### config.mk
export PLATFORM = sky130hd
export DESIGN_NAME = panel_seq
export DESIGN_NICKNAME = d
export VERILOG_FILES = /design/src/rtl/pps_pkg.sv /design/src/rtl/pps_tick.sv /design/src/rtl/pps_dsel.sv /design/src/rtl/pps_timer.sv /design/src/rtl/pps_ctrl.sv /design/src/rtl/panel_seq.sv
export SDC_FILE = /design/constraint.sdc
export NUM_CORES = 1
export LEC_CHECK = 0
export ABC_AREA = 1
export BUFFER_PORTS_ARGS = -buffer_cell sky130_fd_sc_hd__buf_2
export CAP_MARGIN = 20
export CORE_MARGIN = 4
export CORE_UTILIZATION = 56
export CTS_CLUSTER_SIZE = 12
export DETAILED_ROUTE_END_ITERATION = 8
export PLACE_DENSITY = 0.91
export RECOVER_POWER = 50
export REMOVE_ABC_BUFFERS = 1
export SLEW_MARGIN = 25
export SYNTH_ARGS = -nofsm -noshare
export SYNTH_HDL_FRONTEND = slang
export SYNTH_SLANG_ARGS = --single-unit
### constraint.sdc
create_clock -name clk -period 1.68 [get_ports clk]
set_clock_uncertainty 0.05 [all_clocks]
set_input_delay 0.336 -clock clk [delete_from_list [all_inputs] [get_ports clk]]
set_output_delay 0.336 -clock clk [all_outputs]
set_load 0.02 [all_outputs]
### src/rtl/pps_pkg.sv
package pps_pkg;
  localparam int NSTG = 5;
  localparam int STG_UP    = 0;
  localparam int STG_BLON  = 1;
  localparam int STG_BLOFF = 2;
  localparam int STG_DOWN  = 3;
  localparam int STG_CYC   = 4;

  typedef enum logic [2:0] {
    ST_OFF   = 3'd0,
    ST_BOOT  = 3'd1,
    ST_VID   = 3'd2,
    ST_ON    = 3'd3,
    ST_BLOFF = 3'd4,
    ST_DOWN  = 3'd5,
    ST_LOCK  = 3'd6
  } pps_state_e;
endpackage

### src/rtl/pps_tick.sv
module pps_tick #(
  parameter int CLK_HZ  = 100_000_000,
  parameter int TICK_HZ = 1000
) (
  input  logic clk,
  input  logic rst_n,
  output logic tick
);
  localparam int DIV   = (CLK_HZ / TICK_HZ > 1) ? CLK_HZ / TICK_HZ : 2;
  localparam int DIV_W = $clog2(DIV);
  localparam logic [DIV_W-1:0] LAST = DIV_W'(DIV - 1);

  logic [DIV_W-1:0] cnt_q, cnt_d;
  logic             wrap;

  assign wrap = (cnt_q == LAST);

  always_comb begin
    cnt_d = wrap ? '0 : cnt_q + 1'b1;
  end

  always_ff @(posedge clk or negedge rst_n) begin
    if (!rst_n) cnt_q <= '0;
    else        cnt_q <= cnt_d;
  end

  assign tick = wrap;
endmodule

### src/rtl/pps_dsel.sv
module pps_dsel #(
  parameter int DW = 16
) (
  input  logic [DW-1:0] reg_val,
  input  logic [DW-1:0] tbl_val,
  output logic [DW-1:0] eff_val
);
  logic tbl_given;
  logic tbl_larger;

  assign tbl_given  = (tbl_val != '0);
  assign tbl_larger = (tbl_val > reg_val);

  always_comb begin
    if (tbl_given && tbl_larger) eff_val = tbl_val;
    else                         eff_val = reg_val;
  end
endmodule

### src/rtl/pps_timer.sv
module pps_timer #(
  parameter int CW = 18
) (
  input  logic          clk,
  input  logic          rst_n,
  input  logic          load,
  input  logic [CW-1:0] load_val,
  input  logic          tick,
  output logic          done
);
  logic [CW-1:0] cnt_q, cnt_d;
  logic          cnt_en;

  // one extra tick guards against a partial first millisecond
  assign cnt_en = load | (tick & (cnt_q != '0));

  always_comb begin
    if (load) cnt_d = load_val + 1'b1;
    else      cnt_d = cnt_q - 1'b1;
  end

  always_ff @(posedge clk or negedge rst_n) begin
    if (!rst_n)      cnt_q <= '0;
    else if (cnt_en) cnt_q <= cnt_d;
  end

  assign done = (cnt_q == '0);
endmodule

### src/rtl/pps_ctrl.sv
module pps_ctrl
  import pps_pkg::*;
#(
  parameter int DW = 16,
  parameter int CW = DW + 2
) (
  input  logic                     clk,
  input  logic                     rst_n,
  input  logic                     on_req,
  input  logic                     off_req,
  input  logic [DW-1:0]            boot_dly,
  input  logic [NSTG-1:0][DW-1:0]  eff_dly,
  input  logic                     done,
  output logic                     load,
  output logic [CW-1:0]            load_val,
  output logic                     pwr_en,
  output logic                     aux_rdy,
  output logic                     vid_en,
  output logic                     bl_en,
  output logic                     busy,
  output logic [2:0]               state_code
);
  pps_state_e st_q, st_d;
  logic       pend_off_q, pend_off_d;
  logic       pend_on_q, pend_on_d;
  logic       want_off, want_on, up_phase, down_phase;

  assign up_phase   = (st_q == ST_BOOT) || (st_q == ST_VID);
  assign down_phase = (st_q == ST_BLOFF) || (st_q == ST_DOWN) || (st_q == ST_LOCK);
  assign want_off   = pend_off_q | off_req;
  assign want_on    = (pend_on_q | on_req) & ~off_req;

  always_comb begin
    pend_off_d = 1'b0;
    if (up_phase) begin
      if (off_req)     pend_off_d = 1'b1;
      else if (on_req) pend_off_d = 1'b0;
      else             pend_off_d = pend_off_q;
    end
    pend_on_d = 1'b0;
    if (down_phase) begin
      if (off_req)     pend_on_d = 1'b0;
      else if (on_req) pend_on_d = 1'b1;
      else             pend_on_d = pend_on_q;
    end
  end

  always_comb begin
    st_d = st_q;
    unique case (st_q)
      ST_OFF:   if (on_req && !off_req) st_d = ST_BOOT;
      ST_BOOT:  if (done) st_d = want_off ? ST_DOWN : ST_VID;
      ST_VID:   if (done) st_d = want_off ? ST_BLOFF : ST_ON;
      ST_ON:    if (off_req) st_d = ST_BLOFF;
      ST_BLOFF: if (done) st_d = ST_DOWN;
      ST_DOWN:  if (done) st_d = ST_LOCK;
      ST_LOCK:  if (done) st_d = want_on ? ST_BOOT : ST_OFF;
      default:  st_d = ST_OFF;
    endcase
  end

  always_comb begin
    load_val = '0;
    unique case (st_d)
      ST_BOOT:  load_val = CW'(boot_dly) + CW'(eff_dly[STG_UP]);
      ST_VID:   load_val = CW'(eff_dly[STG_BLON]);
      ST_BLOFF: load_val = CW'(eff_dly[STG_BLOFF]);
      ST_DOWN:  load_val = CW'(eff_dly[STG_DOWN]);
      ST_LOCK:  load_val = CW'(eff_dly[STG_CYC]);
      default:  load_val = '0;
    endcase
  end

  assign load = (st_d != st_q);

  always_ff @(posedge clk or negedge rst_n) begin
    if (!rst_n) begin
      st_q       <= ST_OFF;
      pend_off_q <= 1'b0;
      pend_on_q  <= 1'b0;
    end else begin
      st_q       <= st_d;
      pend_off_q <= pend_off_d;
      pend_on_q  <= pend_on_d;
    end
  end

  always_comb begin
    pwr_en  = 1'b0;
    aux_rdy = 1'b0;
    vid_en  = 1'b0;
    bl_en   = 1'b0;
    unique case (st_q)
      ST_BOOT:  pwr_en = 1'b1;
      ST_VID:   begin pwr_en = 1'b1; aux_rdy = 1'b1; vid_en = 1'b1; end
      ST_ON:    begin pwr_en = 1'b1; aux_rdy = 1'b1; vid_en = 1'b1; bl_en = 1'b1; end
      ST_BLOFF: begin pwr_en = 1'b1; aux_rdy = 1'b1; vid_en = 1'b1; end
      ST_DOWN:  begin pwr_en = 1'b1; aux_rdy = 1'b1; end
      default:  ;
    endcase
  end

  assign busy       = (st_q != ST_OFF) && (st_q != ST_ON);
  assign state_code = st_q;
endmodule

### src/rtl/panel_seq.sv
module panel_seq
  import pps_pkg::*;
#(
  parameter int CLK_HZ = 100_000_000,
  parameter int DW     = 16
) (
  input  logic          clk,
  input  logic          rst_n,
  input  logic          on_req,
  input  logic          off_req,
  input  logic [DW-1:0] dly_boot_reg,
  input  logic [DW-1:0] dly_up_reg,
  input  logic [DW-1:0] dly_up_tbl,
  input  logic [DW-1:0] dly_blon_reg,
  input  logic [DW-1:0] dly_blon_tbl,
  input  logic [DW-1:0] dly_bloff_reg,
  input  logic [DW-1:0] dly_bloff_tbl,
  input  logic [DW-1:0] dly_down_reg,
  input  logic [DW-1:0] dly_down_tbl,
  input  logic [DW-1:0] dly_cycle_reg,
  input  logic [DW-1:0] dly_cycle_tbl,
  output logic          pwr_en,
  output logic          aux_rdy,
  output logic          vid_en,
  output logic          bl_en,
  output logic          busy,
  output logic [2:0]    state_code
);
  localparam int CW = DW + 2;

  logic [1:0]              rst_sync_q;
  logic                    rst_int_n;
  logic                    tick, load, done;
  logic [CW-1:0]           load_val;
  logic [NSTG-1:0][DW-1:0] reg_set, tbl_set, eff_set;

  always_ff @(posedge clk or negedge rst_n) begin
    if (!rst_n) rst_sync_q <= 2'b00;
    else        rst_sync_q <= {rst_sync_q[0], 1'b1};
  end
  assign rst_int_n = rst_sync_q[1];

  assign reg_set[STG_UP]    = dly_up_reg;
  assign reg_set[STG_BLON]  = dly_blon_reg;
  assign reg_set[STG_BLOFF] = dly_bloff_reg;
  assign reg_set[STG_DOWN]  = dly_down_reg;
  assign reg_set[STG_CYC]   = dly_cycle_reg;
  assign tbl_set[STG_UP]    = dly_up_tbl;
  assign tbl_set[STG_BLON]  = dly_blon_tbl;
  assign tbl_set[STG_BLOFF] = dly_bloff_tbl;
  assign tbl_set[STG_DOWN]  = dly_down_tbl;
  assign tbl_set[STG_CYC]   = dly_cycle_tbl;

  for (genvar g = 0; g < NSTG; g++) begin : g_sel
    pps_dsel #(.DW(DW)) u_sel (
      .reg_val (reg_set[g]),
      .tbl_val (tbl_set[g]),
      .eff_val (eff_set[g])
    );
  end

  pps_tick #(.CLK_HZ(CLK_HZ), .TICK_HZ(1000)) u_tick (
    .clk   (clk),
    .rst_n (rst_int_n),
    .tick  (tick)
  );

  pps_timer #(.CW(CW)) u_timer (
    .clk      (clk),
    .rst_n    (rst_int_n),
    .load     (load),
    .load_val (load_val),
    .tick     (tick),
    .done     (done)
  );

  pps_ctrl #(.DW(DW), .CW(CW)) u_ctrl (
    .clk        (clk),
    .rst_n      (rst_int_n),
    .on_req     (on_req),
    .off_req    (off_req),
    .boot_dly   (dly_boot_reg),
    .eff_dly    (eff_set),
    .done       (done),
    .load       (load),
    .load_val   (load_val),
    .pwr_en     (pwr_en),
    .aux_rdy    (aux_rdy),
    .vid_en     (vid_en),
    .bl_en      (bl_en),
    .busy       (busy),
    .state_code (state_code)
  );
endmodule

==> qor.txt, run 1 <==
Top FF cell, synth: dfrtp_1
Inserted Clock Buffers: 5
Area leader, netlist: ha_1
Die W: 125 um
Ys async rst share: 100%
Status: aborted with a tool error
Mapped Avg Cell Area: 5.95 sq um
Top cell type's share of synthesized area: 16.7%
Count leader, synth: nand2_1
First-pass GRT wire length: 96100 um
Pin count of the biggest net entering global routing: 41
Yosys synthesis warning count: 0
Final GP Congestion: 1.01
H-tree depth: 2
Stop stage: global routing (5_1_grt)
Pre-CTS setup slack: -2.72 ns
Most common library cells after synthesis: nand2_1, nor2_1, inv_1
Maximum root-to-sink buffer count: 2
Io pins: 188
Synth Register Bits: 42
Input/output buffers: 187
Hpwl dp: 27400 um
FP Rows: 42
All-layer global routing usage: 77.0%
Synth top area cells: ha_1, nand2_1, dfrtp_1
Die height: 125 um
Starting Density: 57.7%
Post-Syn Area: 7730 sq um
Sequential share of the synthesized area: 13.6%
Error: [ERROR GRT-0116] Global routing finished with congestion. Check the congestion regions in the DRC Viewer.
Yosys cell types: 50
Cells after Synth: 1299
CTS root buffer: clkbuf_16
Post-synth EDFFs: 0
Number of global-route vias before repair: 16300
Clk sink count: 42
Global route overflow: 157
metrics by stage:
stage	utilization [%]	instance area, sq um	cells	hold slack (ns)
after CTS	95.4	12800	2039	0.280
after detailed placement	84.0	11300	1970	0.0739
after global placement	84.0	11300	1970	0.0710
after floorplan	-	7610	1277	-0.00959
metal layers:
metal / GRT overflow / GRT usage (%)
met5: 1 / 24.8
met4: 58 / 85.2
met3: 0 / 62.3
met2: 97 / 92.7
met1: 1 / 73.9
kinds of logic after synthesis:
family                     share of synthesized area (%)
buffers and inverters                               11.7
other                                             0.0485
DFF                                                 13.6
AOI/OAI and AO/OA                                   14.2
xor gates and xnor gates                            2.61
and+or+nand+nor                                     41.0
adders and majority gates                           16.9
repair_timing:
action / in CTS
endpoints found under the setup margin: 39
cloned: 2
gates resized for setup: 228
setup buffers: 59
hold buffers: 1
pin swaps: 104
endpoints found under the hold margin: 2
==> inputs of run 2 (changes only) <==
--- a/config.mk
+++ b/config.mk
@@ -9,10 +9,9 @@
 export BUFFER_PORTS_ARGS = -buffer_cell sky130_fd_sc_hd__buf_2
 export CAP_MARGIN = 20
 export CORE_MARGIN = 4
-export CORE_UTILIZATION = 56
-export CTS_CLUSTER_SIZE = 12
+export CORE_UTILIZATION = 40
 export DETAILED_ROUTE_END_ITERATION = 8
-export PLACE_DENSITY = 0.91
+export PLACE_DENSITY_LB_ADDON = 0.15
 export RECOVER_POWER = 50
 export REMOVE_ABC_BUFFERS = 1
 export SLEW_MARGIN = 25
==> run 2 against run 1 <==
  * The flow now finishes, with violations (negative setup slack)
  * Synthesized area unchanged
  * Synthesized cell count unchanged
==> qor.txt, run 2 <==
Status: finished, violations left
Failing checks: negative setup slack
Synth top area cells: ha_1, nand2_1, dfrtp_1
Iter 0 DRT Violations: 548
Mapped Avg Cell Area: 5.95 sq um (unchanged)
Max reg flops: 18
Number of global-route vias before repair: 10200
Yosys cell types: 50 (unchanged)
Power Total: 0.00555 W
Period minus WS final: 3.74 ns
Multi-input gate area: 6980 sq um
Final Max Slew Viols: 0
Vias: 10300
Synth Register Bits: 42 (unchanged)
P&R area growth vs syn: 72.6%
Max frequency: 268 MHz
CP peak stage delay: 0.32 ns
Maximum vdd ir drop: 0.321 mV
Clk sink count: 42 (unchanged)
DRC errors left: 0
Die height: 147 um (+17%)
CP required: 1.80 ns
Commonest non-fill, non-tap cell in the layout: buf_4
Maximum root-to-sink buffer count: 2 (unchanged)
RSZ-0062 raised after global routing: yes
Clock Latency Late Sink: 0.28 ns
CTS tree: done
Global route overflow: 0
Clock share of power: 19.8%
All-layer global routing usage: 24.8%
Most common library cells after synthesis: nand2_1, nor2_1, inv_1
Complex-gate fraction of the synthesized area: 14.2% (unchanged)
Layout fillers: 1542
Initial antenna violation count: 6
Share of synthesized area spent on multiplexers: 0% (unchanged)
Critical-path top delay cell: ha_4
Internal power: 0.00339 W
Pin count of the biggest net entering global routing: 41
Die area: 21600 sq um
Antenna viol nets, final: 0
Area leader, netlist: ha_1
H-tree depth: 2 (unchanged)
Vias per std cell: 4.90
Worst setup margin: -2.06 ns
Count leader, synth: nand2_1
Design Area, Final: 13300 sq um
Top cell type's share of synthesized area: 16.7% (unchanged)
Cells after Synth: 1299 (unchanged)
Final wirelength: 29200 um
Die W: 147 um (+17%)
Relative slew slack: 30.6%
Post-synthesis simple-gate area fraction: 41.0% (unchanged)
FF+latch area: 1050 sq um
Yosys synthesis warning count: 0 (unchanged)
Fin. Hold Viols: 0
Final Cycle Share: 222%
Top FF cell, synth: dfrtp_1
Inserted Clock Buffers: 5 (unchanged)
Post-synth EDFFs: 0 (unchanged)
Io pins: 188 (unchanged)
Worst Hold Class: register to register
Post-Syn Area: 7730 sq um (unchanged)
Commonest cells after routing, fill and taps aside: buf_4, nand2_1, inv_1
Sw Ratio: 38.9%
Core Region: 18800 sq um
P_leak: 7.27 nW
Arrival time at the worst endpoint: 3.86 ns
Ys async rst share: 100% (unchanged)
Final GP Congestion: 0.966 (-4.6%)
DR pass1 iterations: 5
Max Cap Viol: 0
Worst setup path class: primary input to register
Sequential share of the synthesized area: 13.6% (unchanged)
CP Launch Type: primary input
Hpwl dp: 22400 um (-18%)
DP Area: 11300 sq um (+0.76%)
CTS root buffer: clkbuf_16
Worst-margin pin slew: 1.04 ns
Input/output buffers: 187 (unchanged)
Final setup fails: 30
Reg clk slew, reported paths: 0.06 ns
Power per Cell Area: 416 nW/um^2
Wire per inst: 13.8 um
First-pass GRT wire length: 45600 um
Register bank with the most flops: u_timer.cnt_q
XOR/XNOR share of the synthesized area: 2.61% (unchanged)
CP Max Fanout: 12
FP Rows: 50 (+19%)
Starting Density: 41.0% (-17 points)
Adder-Cell Fraction of Synth Area: 16.9% (unchanged)
Combinational cell fraction of total power: 61.9%
Net switching power: 0.00216 W
Main combinational cell family by area after synthesis: simple AND/OR/NAND/NOR gates
CP endpoint kind: register
Final #Nets: 2129
Reg power frac: 18.3%
Share of layout cells above drive strength 1: 46.2%
run 2: cell counts after synthesis:
Identical to the previous run, type by type.
run 2: power groups by stage:
stage	combinational (W)	clock (W)	sequential [W]
2_1_floorplan	0.00129	0	0.00105
5_1_grt	0.00377	0.00115	0.00102
6_report	0.00343	0.00110	0.00102
3_5_place_dp	0.00254	0	0.00104
4_1_cts	0.00296	0.00111	0.00102
3_3_place_gp	0.00250	0	0.00103
run 2: area by class of cell:
cell class              instances  share of cell area (%)
clock buffers                   7                   0.994
repair buffers                561                    30.1
diodes                          4                  0.0750
inverters                     207                    5.97
multi-input cells            1028                    52.3
well taps                     260                    2.44
flip-flops and latches         42                    7.91
clock inverters                 1                   0.225
run 2: layer usage:
metal  wire length [um]  vias to the layer above  global-route usage, %
li1                   -                     5303                      -
met1              12700                     4668                   32.1
met2              14100                      300                   43.6
met3               1670                       60                   3.79
met4                664                        6                   5.59
met5                 34                        -                      0
run 2: through the flow:
stage	TNS [ns]	worst slack, ns	hold WS [ns]	util (%)	cells
after CTS	-33.22	-1.86	0.286	66.4	2088
after floorplan	-40.15	-2.48	-0.00959	-	1277
after detailed placement	-43.20	-2.43	0.0734	60.2	2053
final	-36.05	-2.06	0.300	70.8	2110
after global routing	-40.89	-2.24	0.317	70.8	2109
after global placement	-42.36	-2.44	0.0721	60.2	2053
run 2: worst max-delay path, delay by kind of cell:
family / cells / cell delay (ns)
AOI/OAI and AO/OA: 6 / 0.85
xor gates and xnor gates: 1 / 0.25
buffers and inverters: 4 / 0.37
and+or+nand+nor: 13 / 1.44
adders and majority gates: 2 / 0.59
run 2: cell families (layout without fill, tap and decap cells):
logic type	count (synthesis)	in the layout
simple gates	698	698
buf+inv	229	776
compound gates	202	202
fa+ha+maj	104	104
flops	42	42
xor+xnor	23	23
other cells	1	5
run 2: repair_timing:
action                                 4_1_cts  5_1_grt
resized for setup                          200      170
hold buffers                                 1        0
endpoints found under the hold margin        2        0
cloned                                       1        0
setup endpoints to repair                   35       40
pin swaps                                   92      101
buffers inserted                            27       24
run 2: final timing paths:
path,start,to,slack (ns),cells past startpoint
setup / recovery,dly_up_reg[7],u_timer.cnt_q[15]$_DFFE_PN0P_,-2.06,26
hold / removal,rst_sync_q[0]$_DFF_PN0_,rst_sync_q[1]$_DFF_PN0_,0.30,0
setup reg to reg,u_timer.cnt_q[0]$_DFFE_PN0P_,u_timer.cnt_q[12]$_DFFE_PN0P_,-1.43,22
hold reg to reg,rst_sync_q[0]$_DFF_PN0_,rst_sync_q[1]$_DFF_PN0_,0.30,0
max in group asynchronous,rst_sync_q[1]$_DFF_PN0_,u_ctrl.state_code[1]$_DFF_PN0_,0.42,1
min in group asynchronous,rst_n,rst_sync_q[1]$_DFF_PN0_,0.31,2
Note: power is estimated with default switching activity, not from simulation.
